`src/rtl/sgd_pkg.sv`:
```
package sgd_pkg;

    localparam int unsigned WORD_W      = 32;

    // descriptor word offsets that the engine touches
    localparam int unsigned OFF_CTRL    = 0;
    localparam int unsigned OFF_SRC     = 1;
    localparam int unsigned OFF_DST     = 2;
    localparam int unsigned OFF_LEN     = 3;
    localparam int unsigned OFF_STAT    = 4;
    localparam int unsigned OFF_NEXT    = 9;
    localparam int unsigned FETCH_WORDS = 6;

    localparam int unsigned CTRL_HALT_BIT = 31;
    localparam int unsigned CTRL_EOP_BIT  = 30;
    localparam int unsigned STAT_BUSY_BIT = 31;

    // register selects
    localparam logic [2:0] RSEL_ENABLE = 3'd0;
    localparam logic [2:0] RSEL_HALT   = 3'd1;
    localparam logic [2:0] RSEL_DADDR  = 3'd2;
    localparam logic [2:0] RSEL_EVENT  = 3'd3;
    localparam logic [2:0] RSEL_STATUS = 3'd4;

    localparam int unsigned EVT_ACK_BIT = 0;
    localparam int unsigned EVT_END_BIT = 1;

    typedef enum logic [2:0] {
        W_IDLE,
        W_LINK_RQ,
        W_LINK_RX,
        W_FETCH_RQ,
        W_FETCH_RX,
        W_LAUNCH,
        W_WAIT,
        W_WB
    } walk_st_e;

    typedef struct packed {
        logic              halt_after;
        logic              eop;
        logic [WORD_W-1:0] src;
        logic [WORD_W-1:0] dst;
        logic [WORD_W-1:0] len;
        logic [WORD_W-1:0] stat;
    } desc_t;

    // fetch order: status first so a stale descriptor is refused early
    function automatic logic [3:0] fetch_off(input logic [2:0] k);
        case (k)
            3'd0:    fetch_off = 4'(OFF_STAT);
            3'd1:    fetch_off = 4'(OFF_CTRL);
            3'd2:    fetch_off = 4'(OFF_SRC);
            3'd3:    fetch_off = 4'(OFF_DST);
            3'd4:    fetch_off = 4'(OFF_LEN);
            default: fetch_off = 4'(OFF_NEXT);
        endcase
    endfunction

endpackage

```
`src/rtl/sgd_regs.sv`:
```
module sgd_regs
    import sgd_pkg::*;
#(
    parameter int unsigned AW = 16
) (
    input  logic              clk,
    input  logic              rst,
    input  logic              reg_we,
    input  logic [2:0]        reg_addr,
    input  logic [WORD_W-1:0] reg_wdata,
    output logic [WORD_W-1:0] reg_rdata,
    output logic              run_en,
    output logic              halt,
    output logic [AW-1:0]     base_addr,
    output logic              have_last,
    input  logic              eng_busy,
    input  logic              done_evt,
    input  logic [AW-1:0]     done_addr,
    input  logic              chain_end
);

    logic          en_q, halt_q, have_last_q, ack_pend;
    logic [AW-1:0] daddr_q;
    logic [1:0]    evt_q;
    logic          ack_set;
    logic          wr_en, wr_halt, wr_daddr, wr_evt;
    logic [1:0]    evt_set, evt_clr;
    logic          unused_wdata;

    assign wr_en    = reg_we && (reg_addr == RSEL_ENABLE);
    assign wr_halt  = reg_we && (reg_addr == RSEL_HALT);
    assign wr_daddr = reg_we && (reg_addr == RSEL_DADDR);
    assign wr_evt   = reg_we && (reg_addr == RSEL_EVENT);
    assign ack_set  = ack_pend && !eng_busy;

    always_comb begin
        evt_set = '0;
        evt_set[EVT_ACK_BIT] = ack_set;
        evt_set[EVT_END_BIT] = chain_end;
        evt_clr = wr_evt ? reg_wdata[1:0] : 2'b00;
    end

    always_ff @(posedge clk) begin
        if (rst) begin
            en_q        <= 1'b0;
            halt_q      <= 1'b1;
            daddr_q     <= '0;
            have_last_q <= 1'b0;
            evt_q       <= '0;
            ack_pend    <= 1'b0;
        end else begin
            if (ack_set)
                ack_pend <= 1'b0;
            if (wr_en) begin
                en_q <= reg_wdata[WORD_W-1];
                if (en_q && !reg_wdata[WORD_W-1])
                    ack_pend <= 1'b1;
            end
            // engine-set halt wins over a same-cycle software write
            if (chain_end)
                halt_q <= 1'b1;
            else if (wr_halt)
                halt_q <= reg_wdata[WORD_W-1];
            if (done_evt) begin
                daddr_q     <= done_addr;
                have_last_q <= 1'b1;
            end else if (wr_daddr) begin
                daddr_q     <= reg_wdata[AW-1:0];
                have_last_q <= 1'b0;
            end
            evt_q <= (evt_q & ~evt_clr) | evt_set;
        end
    end

    always_comb begin
        reg_rdata = '0;
        case (reg_addr)
            RSEL_ENABLE: reg_rdata[WORD_W-1] = en_q;
            RSEL_HALT:   reg_rdata[WORD_W-1] = halt_q;
            RSEL_DADDR:  reg_rdata[AW-1:0]   = daddr_q;
            RSEL_EVENT:  reg_rdata[1:0]      = evt_q;
            RSEL_STATUS: reg_rdata[WORD_W-1] = eng_busy;
            default:     reg_rdata = '0;
        endcase
    end

    assign unused_wdata = ^reg_wdata;
    assign run_en    = en_q;
    assign halt      = halt_q;
    assign base_addr = daddr_q;
    assign have_last = have_last_q;

endmodule

```
`src/rtl/sgd_walker.sv`:
```
module sgd_walker
    import sgd_pkg::*;
#(
    parameter int unsigned AW = 16
) (
    input  logic              clk,
    input  logic              rst,
    input  logic              run_en,
    input  logic              halt,
    input  logic [AW-1:0]     base_addr,
    input  logic              have_last,
    output logic              mem_req,
    output logic              mem_we,
    output logic [AW-1:0]     mem_addr,
    output logic [WORD_W-1:0] mem_wdata,
    input  logic [WORD_W-1:0] mem_rdata,
    output logic              xfer_start,
    output logic [WORD_W-1:0] xfer_src,
    output logic [WORD_W-1:0] xfer_dst,
    output logic [WORD_W-1:0] xfer_len,
    input  logic              xfer_done,
    output logic              busy,
    output logic              done_evt,
    output logic [AW-1:0]     done_addr,
    output logic              chain_end,
    output logic              pkt_done
);

    localparam logic [2:0] K_LAST = 3'(FETCH_WORDS - 1);

    walk_st_e      st;
    logic [2:0]    k;
    logic [AW-1:0] cur, nxt;
    desc_t         d;
    logic          go_on;

    assign go_on = run_en && !halt && !d.halt_after;

    always_ff @(posedge clk) begin
        if (rst) begin
            st  <= W_IDLE;
            k   <= '0;
            cur <= '0;
            nxt <= '0;
            d   <= '0;
        end else begin
            case (st)
                W_IDLE: begin
                    if (run_en && !halt) begin
                        k <= '0;
                        if (have_last) begin
                            st <= W_LINK_RQ;
                        end else begin
                            cur <= base_addr;
                            st  <= W_FETCH_RQ;
                        end
                    end
                end
                W_LINK_RQ: st <= W_LINK_RX;
                W_LINK_RX: begin
                    cur <= mem_rdata[AW-1:0];
                    st  <= W_FETCH_RQ;
                end
                W_FETCH_RQ: st <= W_FETCH_RX;
                W_FETCH_RX: begin
                    case (k)
                        3'd0: d.stat <= mem_rdata;
                        3'd1: begin
                            d.halt_after <= mem_rdata[CTRL_HALT_BIT];
                            d.eop        <= mem_rdata[CTRL_EOP_BIT];
                        end
                        3'd2:    d.src <= mem_rdata;
                        3'd3:    d.dst <= mem_rdata;
                        3'd4:    d.len <= mem_rdata;
                        default: nxt   <= mem_rdata[AW-1:0];
                    endcase
                    if (k == 3'd0 && !mem_rdata[STAT_BUSY_BIT])
                        st <= W_IDLE;
                    else if (k == K_LAST)
                        st <= W_LAUNCH;
                    else begin
                        k  <= k + 3'd1;
                        st <= W_FETCH_RQ;
                    end
                end
                W_LAUNCH: st <= W_WAIT;
                W_WAIT: if (xfer_done) st <= W_WB;
                W_WB: begin
                    if (go_on) begin
                        cur <= nxt;
                        k   <= '0;
                        st  <= W_FETCH_RQ;
                    end else begin
                        st <= W_IDLE;
                    end
                end
                default: st <= W_IDLE;
            endcase
        end
    end

    always_comb begin
        mem_req   = (st == W_LINK_RQ) || (st == W_FETCH_RQ) || (st == W_WB);
        mem_we    = (st == W_WB);
        case (st)
            W_LINK_RQ: mem_addr = base_addr + AW'(OFF_NEXT);
            W_WB:      mem_addr = cur + AW'(OFF_STAT);
            default:   mem_addr = cur + AW'(fetch_off(k));
        endcase
        mem_wdata = d.stat;
        mem_wdata[STAT_BUSY_BIT] = 1'b0;
    end

    assign xfer_start = (st == W_LAUNCH);
    assign xfer_src   = d.src;
    assign xfer_dst   = d.dst;
    assign xfer_len   = d.len;
    assign busy       = (st != W_IDLE);
    assign done_evt   = (st == W_WB);
    assign done_addr  = cur;
    assign chain_end  = (st == W_WB) && d.halt_after;
    assign pkt_done   = (st == W_WB) && d.eop;

endmodule

```
`src/rtl/sgd_engine.sv`:
```
module sgd_engine
    import sgd_pkg::*;
#(
    parameter int unsigned AW = 16
) (
    input  logic              clk,
    input  logic              rst,
    input  logic              reg_we,
    input  logic [2:0]        reg_addr,
    input  logic [WORD_W-1:0] reg_wdata,
    output logic [WORD_W-1:0] reg_rdata,
    output logic              mem_req,
    output logic              mem_we,
    output logic [AW-1:0]     mem_addr,
    output logic [WORD_W-1:0] mem_wdata,
    input  logic [WORD_W-1:0] mem_rdata,
    output logic              xfer_start,
    output logic [WORD_W-1:0] xfer_src,
    output logic [WORD_W-1:0] xfer_dst,
    output logic [WORD_W-1:0] xfer_len,
    input  logic              xfer_done,
    output logic              pkt_done
);

    logic          run_en, halt_w, have_last_w, eng_busy, done_evt, chain_end;
    logic [AW-1:0] base_w, done_addr;

    sgd_regs #(.AW(AW)) u_regs (
        .clk(clk), .rst(rst),
        .reg_we(reg_we), .reg_addr(reg_addr), .reg_wdata(reg_wdata), .reg_rdata(reg_rdata),
        .run_en(run_en), .halt(halt_w), .base_addr(base_w), .have_last(have_last_w),
        .eng_busy(eng_busy), .done_evt(done_evt), .done_addr(done_addr), .chain_end(chain_end)
    );

    sgd_walker #(.AW(AW)) u_walk (
        .clk(clk), .rst(rst),
        .run_en(run_en), .halt(halt_w), .base_addr(base_w), .have_last(have_last_w),
        .mem_req(mem_req), .mem_we(mem_we), .mem_addr(mem_addr),
        .mem_wdata(mem_wdata), .mem_rdata(mem_rdata),
        .xfer_start(xfer_start), .xfer_src(xfer_src), .xfer_dst(xfer_dst),
        .xfer_len(xfer_len), .xfer_done(xfer_done),
        .busy(eng_busy), .done_evt(done_evt), .done_addr(done_addr),
        .chain_end(chain_end), .pkt_done(pkt_done)
    );

endmodule

```
`config.mk`:
```
export PLATFORM = sky130hd
export DESIGN_NAME = sgd_engine
export DESIGN_NICKNAME = d
export VERILOG_FILES = /design/src/rtl/sgd_pkg.sv /design/src/rtl/sgd_regs.sv /design/src/rtl/sgd_walker.sv /design/src/rtl/sgd_engine.sv
export SDC_FILE = /design/constraint.sdc
export NUM_CORES = 1
export LEC_CHECK = 0
export BUFFER_PORTS_ARGS = -buffer_cell sky130_fd_sc_hd__clkbuf_2
export CAP_MARGIN = 40
export CORE_MARGIN = 4
export CORE_UTILIZATION = 30
export CTS_BUF_LIST = sky130_fd_sc_hd__clkbuf_8
export CTS_CLUSTER_SIZE = 20
export DETAILED_ROUTE_END_ITERATION = 10
export HOLD_SLACK_MARGIN = 0.06
export PLACE_DENSITY = 0.51
export SYNTH_ARGS = -nofsm -noshare
export SYNTH_HDL_FRONTEND = slang
export SYNTH_SLANG_ARGS = --single-unit
```
`constraint.sdc`:
```
create_clock -name clk -period 2.8 [get_ports clk]
set_input_delay 0.14 -clock clk [delete_from_list [all_inputs] [get_ports clk]]
set_output_delay 0.14 -clock clk [all_outputs]
set_load 0.05 [all_outputs]
```
==> impl_metrics.env, run 1 <==
export IMPL_final_setup_skew_ns=0.0136
export IMPL_cp_end_kind="primary output"
export IMPL_area_growth_synth_to_final_pct=24.3
export IMPL_synth_area_um2=9750
export IMPL_initial_core_util_pct=30.7
export IMPL_grt_pass1_vias=8268
export IMPL_leading_cell_types_by_count_after_synthesis="sky130_fd_sc_hd__nand2_1, sky130_fd_sc_hd__dfxtp_1, sky130_fd_sc_hd__a21oi_1"
export IMPL_post_synth_top_flop="sky130_fd_sc_hd__dfxtp_1"
export IMPL_setup_violations=15
export IMPL_detailedRoute_firstIterationViolations=563
export IMPL_cts_sinks=189
export IMPL_number_of_port_buffers=219
export IMPL_ws_path_type="reg -> out"
export IMPL_chipWidth_um=188
export IMPL_synthesis_area_per_instance_um2=7.97
export IMPL_first_pass_drt_iterations=5
export IMPL_seq_area_frac_synth_pct=38.8
export IMPL_vias_after_detailed_routing=8491
export IMPL_timing_final_crit_share_pct=126
export IMPL_grt_overflow=0
export IMPL_routed_via_density=4.68
export IMPL_grt_use_total_pct=16.6
export IMPL_hpwl_um=21100
export IMPL_multiInputGateArea_um2=4920
export IMPL_clk_path_buf_depth=2
export IMPL_finalNetCount=1451
export IMPL_die_area_um2=35500
export IMPL_antenna_cells_inserted=0
export IMPL_n_fill_cell=3337
export IMPL_worstSkewPairLatency_ns=0.47
export IMPL_p_leak_nw=4.73
export IMPL_drcViolationCount=0
export IMPL_cts_root_buffer_cell="sky130_fd_sc_hd__clkbuf_8"
export IMPL_place_congestion=0.864
export IMPL_holdCritPathClass="in -> reg"
export IMPL_ys_warnings_count=0
export IMPL_htree_levels=4
export IMPL_peak_supply_drop_uv=223
export IMPL_worst_ep_arrival_time_ns=3.38
export IMPL_clock_fmax_ghz=0.284
export IMPL_powerDensity_nw_per_um2=413
export IMPL_cts_buffers=17
export IMPL_relSlewSlack_pct=52.6
export IMPL_drive_above_1_share_pct=29.5
export IMPL_drt_wirelength_per_cell_um=16.8
export IMPL_start_kind="flop"
export IMPL_seq_cells_post_synth=189
export IMPL_tightestPinTransition_ns=0.709
export IMPL_ios=251
export IMPL_outcome="finished with violations"
export IMPL_synth_async_reset_ratio_pct=0
export IMPL_unrepaired_setup_endpoints_after_global_routing="true"
export IMPL_antenna_found_initial=0
export IMPL_placement_setup_worst_slack_ns=-0.400
export IMPL_number_of_enable_flip_flop_cells_after_synthesis=0
export IMPL_worst_setup_hold_path_clk_slew_ns=0.11
export IMPL_regArea_um2=3790
export IMPL_synth_largest_area_cell="sky130_fd_sc_hd__dfxtp_1"
export IMPL_tritoncts="done"
export IMPL_core_rowCount=65
export IMPL_wl_um=30500
export IMPL_final_setup_worst_slack_ns=-0.720
export IMPL_yosysTopAreaCellShare_pct=38.8
export IMPL_timing_hold_violations_final=0
export IMPL_synthesis_instances=1224
export IMPL_final_core_utilization_pct=38.1
export IMPL_die_height_um=188
export IMPL_grt_first_pass_wirelength_um=47300
export IMPL_layout_min_cycle_time_ns=3.52
export IMPL_cp_max_fo=4
export IMPL_timing_final_max_slew_violations=0
export IMPL_synthDistinctLibCells=67
export IMPL_drv_cap=0
export IMPL_netlist_top_cells_area="sky130_fd_sc_hd__dfxtp_1, sky130_fd_sc_hd__nand2_1, sky130_fd_sc_hd__buf_4"
export IMPL_violations="negative setup slack"
export IMPL_pin_count_of_the_biggest_net_entering_global_routing=77
export IMPL_worst_endpoint_required_ns=2.66
export IMPL_hold_slack_ns=0.0901
export IMPL_yosys_cell_count_top_type="sky130_fd_sc_hd__nand2_1"
export IMPL_design_core_area_um2=31800
export IMPL_postRouteAntennaNets=0
[routing by layer]
metal / track usage [%] / part of all wire (%) / vias up
met5: 0 / 0 / -
met3: 4.46 / 6.0 / 30
li1: - / - / 4228
met2: 27.1 / 47 / 230
met1: 21.8 / 46 / 4003
met4: 4.65 / 1.7 / 0
[worst max-delay path, stage by stage (launching register included)]
cell and delay (ns):
sky130_fd_sc_hd__dfxtp_4 0.39, sky130_fd_sc_hd__inv_4 0.04, sky130_fd_sc_hd__ha_4 0.15, sky130_fd_sc_hd__or3_4 0.38, sky130_fd_sc_hd__o211ai_1 0.20, sky130_fd_sc_hd__ha_2 0.22, sky130_fd_sc_hd__inv_2 0.04, sky130_fd_sc_hd__fa_2 0.36
sky130_fd_sc_hd__nand2b_4 0.17, sky130_fd_sc_hd__a211oi_4 0.29, sky130_fd_sc_hd__and3_4 0.24, sky130_fd_sc_hd__xnor2_2 0.07, sky130_fd_sc_hd__o221ai_4 0.21, sky130_fd_sc_hd__buf_12 0.17
[logic make-up after synthesis]
kind of cell | count (synthesis) | share of synthesized area, %
AO/OA/AOI/OAI | 256 | 17.1
flip-flops | 189 | 38.8
other | 1 | 0.0384
AND/OR/NAND/NOR | 462 | 20.5
adder cells (fa/ha/maj) | 12 | 1.62
buffers and inverters | 236 | 15.4
multiplexers | 38 | 3.90
XOR/XNOR | 30 | 2.69
[stage by stage]
stage / total power, mW / std cells / setup TNS, ns / area, µm²
after floorplan: 2.94 / 1239 / -0.539 / 9950
after global placement: 3.05 / 1722 / -2.37 / 10800
after detailed placement: 3.05 / 1722 / -3.22 / 10800
after CTS: 5.08 / 1815 / -8.84 / 12100
after global routing: 5.19 / 1816 / -10.73 / 12100
final: 5.00 / 1816 / -8.44 / 12100
[worst paths after layout]
check                                endpoint  cells past startpoint  slack, ns                              from
max                              mem_addr[12]                     13      -0.72          u_walk.k[1]$_SDFFE_PP0P_
min          u_walk.xfer_len[11]$_SDFFE_PP0P_                      3       0.09                     mem_rdata[11]
max reg2reg  u_walk.xfer_len[16]$_SDFFE_PP0P_                      7       0.71         u_walk.st[2]$_SDFFE_PP0P_
min reg2reg  u_walk.mem_wdata[7]$_SDFFE_PP0P_                      2       0.46  u_walk.mem_wdata[7]$_SDFFE_PP0P_
[registers in the layout (all words and copies together) (netlist names)]
register / count
u_regs.run_en: 1
u_regs.evt_q: 2
u_walk.k: 3
u_walk.nxt: 16
u_walk.xfer_dst: 32
u_walk.mem_wdata: 31
u_walk.xfer_src: 32
u_regs.ack_pend: 1
u_walk.d: 2
u_walk.done_addr: 16
u_regs.base_addr: 16
u_walk.xfer_len: 32
u_regs.halt: 1
u_walk.st: 3
u_regs.have_last: 1
[where the power goes]
| part | total, mW | switching (mW) | leakage, nW | internal, mW |
|---|---|---|---|---|
| sequential | 2.70 | 0.0125 | 1.52 | 2.69 |
| clock | 1.96 | 1.06 | 0.209 | 0.898 |
| combinational | 0.340 | 0.218 | 3.00 | 0.122 |
| total | 5.00 | 1.29 | 4.73 | 3.71 |
[cell usage in the layout, fill, tap and decap left out, types with 14 or more instances in the layout]
master                          Yosys  layout
sky130_fd_sc_hd__a211oi_1          17      16
sky130_fd_sc_hd__a21oi_1          147     142
sky130_fd_sc_hd__a22oi_1           21      21
sky130_fd_sc_hd__a311oi_2          14      14
sky130_fd_sc_hd__and2_1            19      19
sky130_fd_sc_hd__buf_12             0      17
sky130_fd_sc_hd__buf_4            145      57
sky130_fd_sc_hd__clkbuf_2           2     200
sky130_fd_sc_hd__clkbuf_8           0      18
sky130_fd_sc_hd__conb_1             1      16
sky130_fd_sc_hd__dfxtp_1          189     187
sky130_fd_sc_hd__dlygate4sd3_1      0      51
sky130_fd_sc_hd__mux2i_1           38      38
sky130_fd_sc_hd__nand2_1          301     299
sky130_fd_sc_hd__nor2_1            70      69
sky130_fd_sc_hd__xor2_1            20      19
[repair_timing]
item | in CTS | in global routing
gates resized for setup | 50 | 18
buffers inserted | 10 | 1
endpoints found under the hold margin | 158 | 0
pin swaps | 24 | 11
hold buffers | 51 | 0
setup endpoints to repair | 16 | 16
cloned | 0 | 0
[cell type report]
type                            count  area share, %
Clock buffer                       17           1.93
Clock inverter                     15           1.52
Inverter                           10          0.330
Multi-Input combinational cell    814           40.6
Timing Repair Buffer              336           19.9
Sequential cell                   189           31.3
Tap cell                          435           4.49
Note: power is estimated with default switching activity, not from simulation.
==> run 2, diff against run 1 <==
Clock period 2.8 ns to 3.2 ns, I/O delays scaled along.
==> run 2 against run 1 <==
Net effect: the run still ends with negative setup slack left; critical endpoint is now mem_addr[10]; largest cell class unchanged; critical path depth increased by 2; core utilization decreased by 1.3 points; count of clock-buffer cells in the layout rose by 2; die area unchanged; critical path type unchanged.
==> impl_metrics.env, run 2 (synthesized netlist as in run 1, its figures left out) <==
export IMPL_timing_hold_violations_final=0
export IMPL_vias_after_detailed_routing=8428
export IMPL_reg2regPathDepth=7
export IMPL_relSlewSlack_pct=49.9
export IMPL_grt_pass1_vias=8227
export IMPL_violations="negative setup slack"
export IMPL_place_area_um2=10400
export IMPL_drive_above_1_share_pct=27.0
export IMPL_p_leak_nw=4.54
export IMPL_ios=251
export IMPL_ws_path_type="reg -> out"
export IMPL_worst_ep_arrival_time_ns=3.41
export IMPL_first_pass_drt_iterations=5
export IMPL_worst_endpoint_required_ns=3.04
export IMPL_timing_critical_path_from="u_walk.k[0]$_SDFFE_PP0P_"
export IMPL_worstSkewPairLatency_ns=0.47
export IMPL_initial_core_util_pct=30.7
export IMPL_placement_setup_worst_slack_ns=-0.100
export IMPL_worstPathCellList="buf_6, ha_4, or3_4, buf_4, a21oi_4, ha_4, buf_4, o211ai_1, buf_4, a211oi_4, buf_4, buf_6, a221oi_4, o22ai_4, buf_12"
export IMPL_worst_setup_hold_path_clk_slew_ns=0.10
export IMPL_r2r_start="u_walk.st[2]$_SDFFE_PP0P_"
export IMPL_timing_final_max_slew_violations=0
export IMPL_layout_min_cycle_time_ns=3.57
export IMPL_grt_use_total_pct=16.7
export IMPL_regToRegEndpoint="u_walk.xfer_dst[29]$_SDFFE_PP0P_"
export IMPL_holdCritPathClass="in -> reg"
export IMPL_postRouteAntennaNets=0
export IMPL_routed_via_density=4.70
export IMPL_place_inst=1694
export IMPL_pin_count_of_the_biggest_net_entering_global_routing=82
export IMPL_antenna_cells_inserted=0
export IMPL_powerDensity_nw_per_um2=357
export IMPL_finish_cell_count_without_fillers=1794
export IMPL_leading_cell_type_in_the_layout_fill_and_taps_excluded="sky130_fd_sc_hd__nand2_1"
export IMPL_drcViolationCount=0
export IMPL_worst_setup_path_endpoint="mem_addr[10]"
export IMPL_cts_root_buffer_cell="sky130_fd_sc_hd__clkbuf_8"
export IMPL_antenna_found_initial=0
export IMPL_hold_slack_ns=0.104
export IMPL_tritoncts="done"
export IMPL_number_of_port_buffers=219
export IMPL_cts_buffers=17
export IMPL_hpwl_um=20900
export IMPL_htree_levels=4
export IMPL_cts_sinks=189
export IMPL_peak_supply_drop_uv=178
export IMPL_chipWidth_um=188
export IMPL_layout_common_cells="sky130_fd_sc_hd__nand2_1, sky130_fd_sc_hd__clkbuf_2, sky130_fd_sc_hd__dfxtp_1"
export IMPL_core_rowCount=65
export IMPL_clk_path_buf_depth=2
export IMPL_final_core_utilization_pct=36.9
export IMPL_critical_path_slowest_cell="sky130_fd_sc_hd__dfxtp_4"
export IMPL_place_congestion=0.854
export IMPL_critical_path_top_cell_by_count="sky130_fd_sc_hd__buf_4"
export IMPL_final_setup_skew_ns=0.0155
export IMPL_die_height_um=188
export IMPL_grt_first_pass_wirelength_um=47600
export IMPL_tns_ns=-2.38
export IMPL_tightestPinTransition_ns=0.751
export IMPL_grt_overflow=0
export IMPL_design_core_area_um2=31800
export IMPL_setup_reg_to_reg_worst_slack_ns=0.51
export IMPL_start_kind="flop"
export IMPL_cp_end_kind="primary output"
export IMPL_final_setup_worst_slack_ns=-0.367
export IMPL_timing_critical_path_slowest_cell_delay_ns=0.37
export IMPL_detailedRoute_firstIterationViolations=497
export IMPL_finalNetCount=1429
export IMPL_total_power_mw=4.19
export IMPL_timing_final_crit_share_pct=111
export IMPL_drt_wirelength_per_cell_um=16.9
export IMPL_unrepaired_setup_endpoints_after_global_routing="true"
export IMPL_layout_cell_area_non_filler_um2=11700
export IMPL_setup_violations=11
export IMPL_outcome="finished with violations"
export IMPL_clock_fmax_ghz=0.280
export IMPL_area_growth_synth_to_final_pct=20.2
export IMPL_cp_max_fo=3
export IMPL_drv_cap=0
export IMPL_die_area_um2=35500
export IMPL_wl_um=30400
[run 2: timing repair]
item,4_1_cts,5_1_grt
pin swaps,17,15
hold buffers,53,0
buffers inserted,7,8
endpoints found under the hold margin,150,0
gates resized for setup,53,29
setup endpoints to repair,15,15
[run 2: report_power, final]
group	total (mW)	switching (mW)	internal [mW]
Sequential	2.37	0.0144	2.35
Combinational	0.293	0.188	0.105
Clock	1.53	0.876	0.649
Total	4.19	1.08	3.11
[run 2: worst min-delay path by stage]
stage / start / end / slack (ns) / depth (start not counted)
6_report: mem_rdata[11] / u_walk.mem_wdata[11]$_SDFFE_PP0P_ / 0.10 / 3
5_1_grt: mem_rdata[11] / u_walk.mem_wdata[11]$_SDFFE_PP0P_ / 0.08 / 3
4_1_cts: mem_rdata[11] / u_walk.mem_wdata[11]$_SDFFE_PP0P_ / 0.07 / 3
3_5_place_dp: reg_wdata[31] / u_regs.halt$_SDFFE_PP1P_ / 0.42 / 3
3_3_place_gp: reg_wdata[31] / u_regs.halt$_SDFFE_PP1P_ / 0.42 / 3
2_1_floorplan: reg_wdata[31] / u_regs.halt$_SDFFE_PP1P_ / 0.28 / 2
[run 2: cell type report]
class,count,area [µm²]
clock buffer,19,262
clock inverter,13,100
fill,3314,20100
inverter,10,37.5
multi-input combinational,814,4810
sequential,189,3790
tap,435,544
timing repair buffer,314,2170
[run 2: worst max-delay path, delay by kind of cell (launching register included)]
kind,cells,cell delay [ns]
compound gates,5,0.86
fa+ha+maj,2,0.38
buf+inv,7,1.00
flops,1,0.37
simple gates,1,0.33
[run 2: routing by layer]
metal	GRT usage [%]	part of all wire (%)	up-vias
met2	27.1	46	215
met3	4.13	5.7	24
met1	22.6	46	4001
met5	0	0	-
li1	-	-	4188
met4	4.09	1.5	0
